$ cat config.mk
export PLATFORM = sky130hd
export DESIGN_NAME = uart_dbuf_tx
export DESIGN_NICKNAME = d
export VERILOG_FILES = /design/src/rtl/uart_dbuf_pkg.sv /design/src/rtl/tx_shifter.sv /design/src/rtl/tx_hold.sv /design/src/rtl/tx_irq.sv /design/src/rtl/uart_dbuf_tx.sv
export SDC_FILE = /design/constraint.sdc
export NUM_CORES = 1
export LEC_CHECK = 0
export ABC_AREA = 1
export BUFFER_PORTS_ARGS = -buffer_cell sky130_fd_sc_hd__buf_2
export CORE_AREA = 2 2 57 70
export CTS_BUF_LIST = sky130_fd_sc_hd__clkbuf_16
export DETAILED_ROUTE_END_ITERATION = 7
export DIE_AREA = 0 0 59 72
export GPL_TIMING_DRIVEN = 1
export PLACE_DENSITY = 0.68
export SLEW_MARGIN = 20
export SYNTH_ARGS = -nofsm -noshare
export SYNTH_HDL_FRONTEND = slang
export SYNTH_SLANG_ARGS = --single-unit
$ cat constraint.sdc
create_clock -name clk -period 3.36 [get_ports clk]
set_clock_uncertainty 0.05 [all_clocks]
set_input_delay 0.168 -clock clk [delete_from_list [all_inputs] [get_ports clk]]
set_output_delay 0.168 -clock clk [all_outputs]
set_load 0.1 [all_outputs]
$ cat src/rtl/uart_dbuf_pkg.sv
package uart_dbuf_pkg;
  typedef enum logic {
    FRM_ASYNC = 1'b0,
    FRM_SYNC  = 1'b1
  } frame_mode_e;
  localparam int unsigned FRAMING_BITS = 2;
endpackage

$ cat src/rtl/tx_shifter.sv
module tx_shifter
  import uart_dbuf_pkg::*;
#(
  parameter int unsigned DATA_W = 8
) (
  input  logic              clk,
  input  logic              rst_n,
  input  logic              baud_tick,
  input  logic              hold_full,
  input  logic [DATA_W-1:0] hold_data,
  input  logic              sync_mode,
  output logic              take,
  output logic              frame_done,
  output logic              busy,
  output logic              txd
);
  localparam int unsigned FRM_W = DATA_W + FRAMING_BITS;
  localparam int unsigned CNT_W = $clog2(FRM_W + 1);

  frame_mode_e       mode_in;
  logic [FRM_W-1:0]  rest_q;
  logic [CNT_W-1:0]  left_q;
  logic              busy_q;
  logic              txd_q;
  logic              at_end;

  assign mode_in    = frame_mode_e'(sync_mode);
  assign at_end     = busy_q && (left_q == '0);
  assign take       = baud_tick && hold_full && (!busy_q || at_end);
  assign frame_done = baud_tick && at_end;
  assign busy       = busy_q;
  assign txd        = txd_q;

  always_ff @(posedge clk) begin
    if (!rst_n) begin
      busy_q <= 1'b0;
      txd_q  <= 1'b1;
      rest_q <= '1;
      left_q <= '0;
    end else if (take) begin
      busy_q <= 1'b1;
      if (mode_in == FRM_SYNC) begin
        txd_q  <= hold_data[0];
        rest_q <= {2'b11, hold_data} >> 1;
        left_q <= CNT_W'(DATA_W - 1);
      end else begin
        txd_q  <= 1'b0;
        rest_q <= {1'b1, 1'b1, hold_data};
        left_q <= CNT_W'(FRM_W - 1);
      end
    end else if (baud_tick && busy_q) begin
      if (at_end) begin
        busy_q <= 1'b0;
        txd_q  <= 1'b1;
      end else begin
        txd_q  <= rest_q[0];
        rest_q <= {1'b1, rest_q[FRM_W-1:1]};
        left_q <= left_q - 1'b1;
      end
    end
  end

  // the line changes only on a baud pulse
  a_r2_hold_between_ticks: assert property (@(posedge clk) disable iff (!rst_n)
    !baud_tick |=> $stable(txd_q));
  // an idle shifter leaves the line high
  a_r2_idle_high: assert property (@(posedge clk) disable iff (!rst_n)
    (!busy_q && !take) |=> txd_q);
  // a transfer always leaves the shifter running
  a_r3_take_starts: assert property (@(posedge clk) disable iff (!rst_n)
    take |=> busy_q);
endmodule

$ cat src/rtl/tx_hold.sv
module tx_hold #(
  parameter int unsigned DATA_W = 8
) (
  input  logic              clk,
  input  logic              rst_n,
  input  logic              wr_fire,
  input  logic [DATA_W-1:0] wr_data,
  input  logic              take,
  input  logic              single,
  input  logic              busy,
  input  logic              ovr_clr,
  output logic              full,
  output logic [DATA_W-1:0] data,
  output logic              overrun
);
  logic              full_q;
  logic [DATA_W-1:0] data_q;
  logic              ovr_q;
  logic              blocked;
  logic              store;
  logic              ovr_set;

  assign blocked = single && (busy || take);
  assign store   = wr_fire && !blocked;
  assign ovr_set = wr_fire && (blocked || (full_q && !take));

  always_ff @(posedge clk) begin
    if (!rst_n) begin
      full_q <= 1'b0;
      data_q <= '0;
      ovr_q  <= 1'b0;
    end else begin
      if (store) begin
        full_q <= 1'b1;
        data_q <= wr_data;
      end else if (take) begin
        full_q <= 1'b0;
      end
      if (ovr_set)      ovr_q <= 1'b1;
      else if (ovr_clr) ovr_q <= 1'b0;
    end
  end

  assign full    = full_q;
  assign data    = data_q;
  assign overrun = ovr_q;

  // replacing a waiting byte flags overrun
  a_r7_replace_flags: assert property (@(posedge clk) disable iff (!rst_n)
    (wr_fire && full_q && !take) |=> overrun);
  // a write during a single-buffered frame flags overrun
  a_r5_drop_flags: assert property (@(posedge clk) disable iff (!rst_n)
    (wr_fire && single && busy) |=> overrun);
  // overrun is sticky
  a_r8_ovr_sticky: assert property (@(posedge clk) disable iff (!rst_n)
    (overrun && !ovr_clr) |=> overrun);
endmodule

$ cat src/rtl/tx_irq.sv
module tx_irq (
  input  logic clk,
  input  logic rst_n,
  input  logic eff_dbuf,
  input  logic take,
  input  logic frame_done,
  input  logic irq_clr,
  output logic irq
);
  logic irq_q;
  logic irq_set;

  assign irq_set = eff_dbuf ? take : frame_done;

  always_ff @(posedge clk) begin
    if (!rst_n)       irq_q <= 1'b0;
    else if (irq_set) irq_q <= 1'b1;
    else if (irq_clr) irq_q <= 1'b0;
  end

  assign irq = irq_q;

  // in double-buffered mode a transfer raises the flag
  a_r4_take_raises: assert property (@(posedge clk) disable iff (!rst_n)
    (eff_dbuf && take) |=> irq);
  // in single-buffered mode the end of a frame raises the flag
  a_r5_end_raises: assert property (@(posedge clk) disable iff (!rst_n)
    (!eff_dbuf && frame_done) |=> irq);
  // the flag holds until cleared
  a_r8_irq_sticky: assert property (@(posedge clk) disable iff (!rst_n)
    (irq && !irq_clr) |=> irq);
endmodule

$ cat src/rtl/uart_dbuf_tx.sv
module uart_dbuf_tx
  import uart_dbuf_pkg::*;
#(
  parameter int unsigned DATA_W = 8
) (
  input  logic              clk,
  input  logic              rst_n,
  input  logic              baud_tick,
  input  logic              wr_valid,
  output logic              wr_ready,
  input  logic [DATA_W-1:0] wr_data,
  input  logic              dbuf_en,
  input  logic              sync_mode,
  input  logic              irq_clr,
  input  logic              ovr_clr,
  output logic              txd,
  output logic              tx_irq,
  output logic              overrun
);
  logic              eff_dbuf;
  logic              wr_fire;
  logic              take;
  logic              frame_done;
  logic              busy;
  logic              hold_full;
  logic [DATA_W-1:0] hold_data;

  assign eff_dbuf = dbuf_en && (frame_mode_e'(sync_mode) == FRM_ASYNC);
  assign wr_ready = rst_n;
  assign wr_fire  = wr_valid && wr_ready;

  tx_hold #(.DATA_W(DATA_W)) u_hold (
    .clk     (clk),
    .rst_n   (rst_n),
    .wr_fire (wr_fire),
    .wr_data (wr_data),
    .take    (take),
    .single  (!eff_dbuf),
    .busy    (busy),
    .ovr_clr (ovr_clr),
    .full    (hold_full),
    .data    (hold_data),
    .overrun (overrun)
  );

  tx_shifter #(.DATA_W(DATA_W)) u_shift (
    .clk        (clk),
    .rst_n      (rst_n),
    .baud_tick  (baud_tick),
    .hold_full  (hold_full),
    .hold_data  (hold_data),
    .sync_mode  (sync_mode),
    .take       (take),
    .frame_done (frame_done),
    .busy       (busy),
    .txd        (txd)
  );

  tx_irq u_irq (
    .clk        (clk),
    .rst_n      (rst_n),
    .eff_dbuf   (eff_dbuf),
    .take       (take),
    .frame_done (frame_done),
    .irq_clr    (irq_clr),
    .irq        (tx_irq)
  );

  // synchronous mode never chains frames, so no transfer happens mid-frame
  a_r6_sync_no_chain: assert property (@(posedge clk) disable iff (!rst_n)
    (sync_mode && busy && !frame_done) |-> !take);
endmodule

==> flow_summary.ini <==
[timing]
rsz0062_at_grt = no
max-slew-margin-rel_pct = 67.5
whs_ns = 0.0352
timing.final.ws_setup_ns = 1.73
slew_violations = 0
setup-tns-final_ns = 0
fmax_ghz = 0.615
max_slew.worst_pin.slew_ns = 0.491
setup_viol = 0
hold_viol_final = 0
min_period_ns = 1.63
post-route-period-util_pct = 48.4

[outcome]
outcome = completed

[synth]
syn_area_sq_um = 1470
ys_types = 29
ys_seq_area_share_pct = 36.8
yosysWarnings = 0
post_synth_inst_count = 193
syn_nets = 211
ys_seq_elements = 27
syn_area_per_cell_sq_um = 7.60

[worst_setup_path]
cp.required_ns = 3.46
arrival_ns = 1.73
worst_setup_path_end_kind = flop
path_max_fanout = 14
crit_type = reg -> reg
r2r_start = u_shift.left_q[0]$_SDFFE_PN0P_
startpoint = u_shift.left_q[0]$_SDFFE_PN0P_
startpoint_type = flop

[cells_and_area]
final_cells = 244
layout-drive-gt1-share_pct = 24.9
nets = 224
final_cell_area_sq_um = 1590
final_core_util_pct = 44.9
area_growth_pct = 8.35
antenna_cells = 0

[placement]
numPlacedInstances = 240
gp_congestion = 0.797
port_buffers = 19
place_ws_ns = 1.76
dpl-instance-area_sq_um = 1510
hpwlAfterDp_microns = 1940

[drt]
ant_nets = 0
routedWlPerCell_microns = 10.7
vias = 1190
drt_iter0_markers = 17
drcViolationCount = 0
wl_microns = 2620
via_per_inst = 4.88
dr.pass1.iters = 4

[global_route]
grt_pass1_wl_microns = 4980
grt.total_usage_pct = 15.0
antenna_found_initial = 0
grt_max_degree = 22
grt_pass1_vias = 1158
grt_overflow = 0

[clock_network]
cts_root_buf = clkbuf_16
cts_sinks = 27
clkLatencyLatePin_ns = 0.26
cts.reportedPaths.clkPinSlew_ns = 0.06
htree_levels = 1
cts_buffers = 3
postCtsSetupRepairBufs = 0
cts_tree = yes
clock_path_buffers = 2
cts-resized-gates = 0
holdBufCountCts = 0

[floorplan]
dieArea_sq_um = 4250
pin_count = 20
die_w_microns = 59
coreArea_sq_um = 3540
fp.dieH_microns = 72
initial_utilization_pct = 41.4
rows = 24

[pwr]
p_per_area_nw_per_um2 = 561
leakagePower_nw = 0.737
p_total_mw = 0.892
max-vdd-ir-drop_v = 0.000331

[hold_path]
hold_path.startpoint = ovr_clr
hold_class = in -> reg

[run]
maxCapViolCount = 0
==> sequential cells by signal (all words and copies together), names as in the netlist <==
name / flops
u_shift.busy: 1
u_shift.left_q: 4
u_hold.data: 8
u_shift.rest_q: 10
u_hold.full: 1
u_shift.txd: 1
u_irq.irq: 1
u_hold.overrun: 1
==> worst max-delay path, cell delays in order (launching register included) <==
cell	delay (ns)
dfxtp_1	0.36
inv_1	0.11
ha_1	0.25
nand2_4	0.12
clkinv_4	0.07
nand2_4	0.06
nand2_4	0.11
inv_4	0.16
o21ai_2	0.09
nor2_1	0.09
nor2_1	0.04
==> area by class of cell <==
type / instances / area (sq um)
clock buffers: 3 / 75.1
clock inverters: 1 / 5.00
fillers: 364 / 1950
inverters: 18 / 76.3
multi-input cells: 137 / 749
flip-flops and latches: 27 / 541
well taps: 39 / 48.8
repair buffers: 19 / 95.1
==> cell families (layout without fill, tap and decap cells) <==
kind of cell             count (synthesis)  count (layout)  synth area share (%)
AND/OR/NAND/NOR                         92              92                  29.7
buffers and inverters                   29              41                  12.1
XOR/XNOR                                 1               1                 0.597
flip-flops                              27              27                  36.8
AO/OA/AOI/OAI                           42              42                  19.1
adder cells (fa/ha/maj)                  2               2                  1.70
==> layer usage <==
layer | wire (microns) | global-route usage, %
met5 | 0 | 0
met4 | 64 | 7.58
met3 | 68 | 1.07
met2 | 1250 | 25.6
met1 | 1240 | 18.6
==> power breakdown <==
group	total, mW	internal (mW)	switching [mW]	leakage (nW)
Clock	0.268	0.161	0.108	0.0409
Combinational	0.245	0.0837	0.162	0.475
Sequential	0.378	0.356	0.0229	0.222
Total	0.892	0.600	0.293	0.737
==> synthesized netlist by cell type (all sizes together) <==
master	n	area share, %
xnor2	1	0.60
o21ai	23	9.1
clkbuf	1	0.26
ha	2	1.7
nand3	14	5.1
nor2	15	4.0
buf	10	6.6
dfxtp	27	37
o211ai	1	0.85
o31ai	5	2.6
inv	16	4.3
a21oi	10	5.2
o21bai	1	0.51
a31oi	2	0.85
clkinv	2	0.94
nand2	63	21
==> cells in the final DEF (no fill, tap or decap), drive strengths merged, types with 3 or more instances in the layout <==
cell | netlist | routed
inv | 16 | 16
o21ai | 23 | 23
a21oi | 10 | 10
nand2 | 63 | 63
o31ai | 5 | 5
nand3 | 14 | 14
nor2 | 15 | 15
clkbuf | 1 | 3
clkinv | 2 | 3
dfxtp | 27 | 27
buf | 10 | 19
==> worst paths after layout <==
path | endpoint | slack [ns] | depth (start not counted)
max | u_shift.left_q[2]$_SDFFE_PN0P_ | 1.73 | 10
min | u_hold.overrun$_SDFFE_PN0P_ | 0.04 | 2
max reg2reg | u_shift.left_q[2]$_SDFFE_PN0P_ | 1.73 | 10
min reg2reg | u_shift.rest_q[1]$_SDFFE_PN1P_ | 0.42 | 2
(Power assumes the default switching activity.)
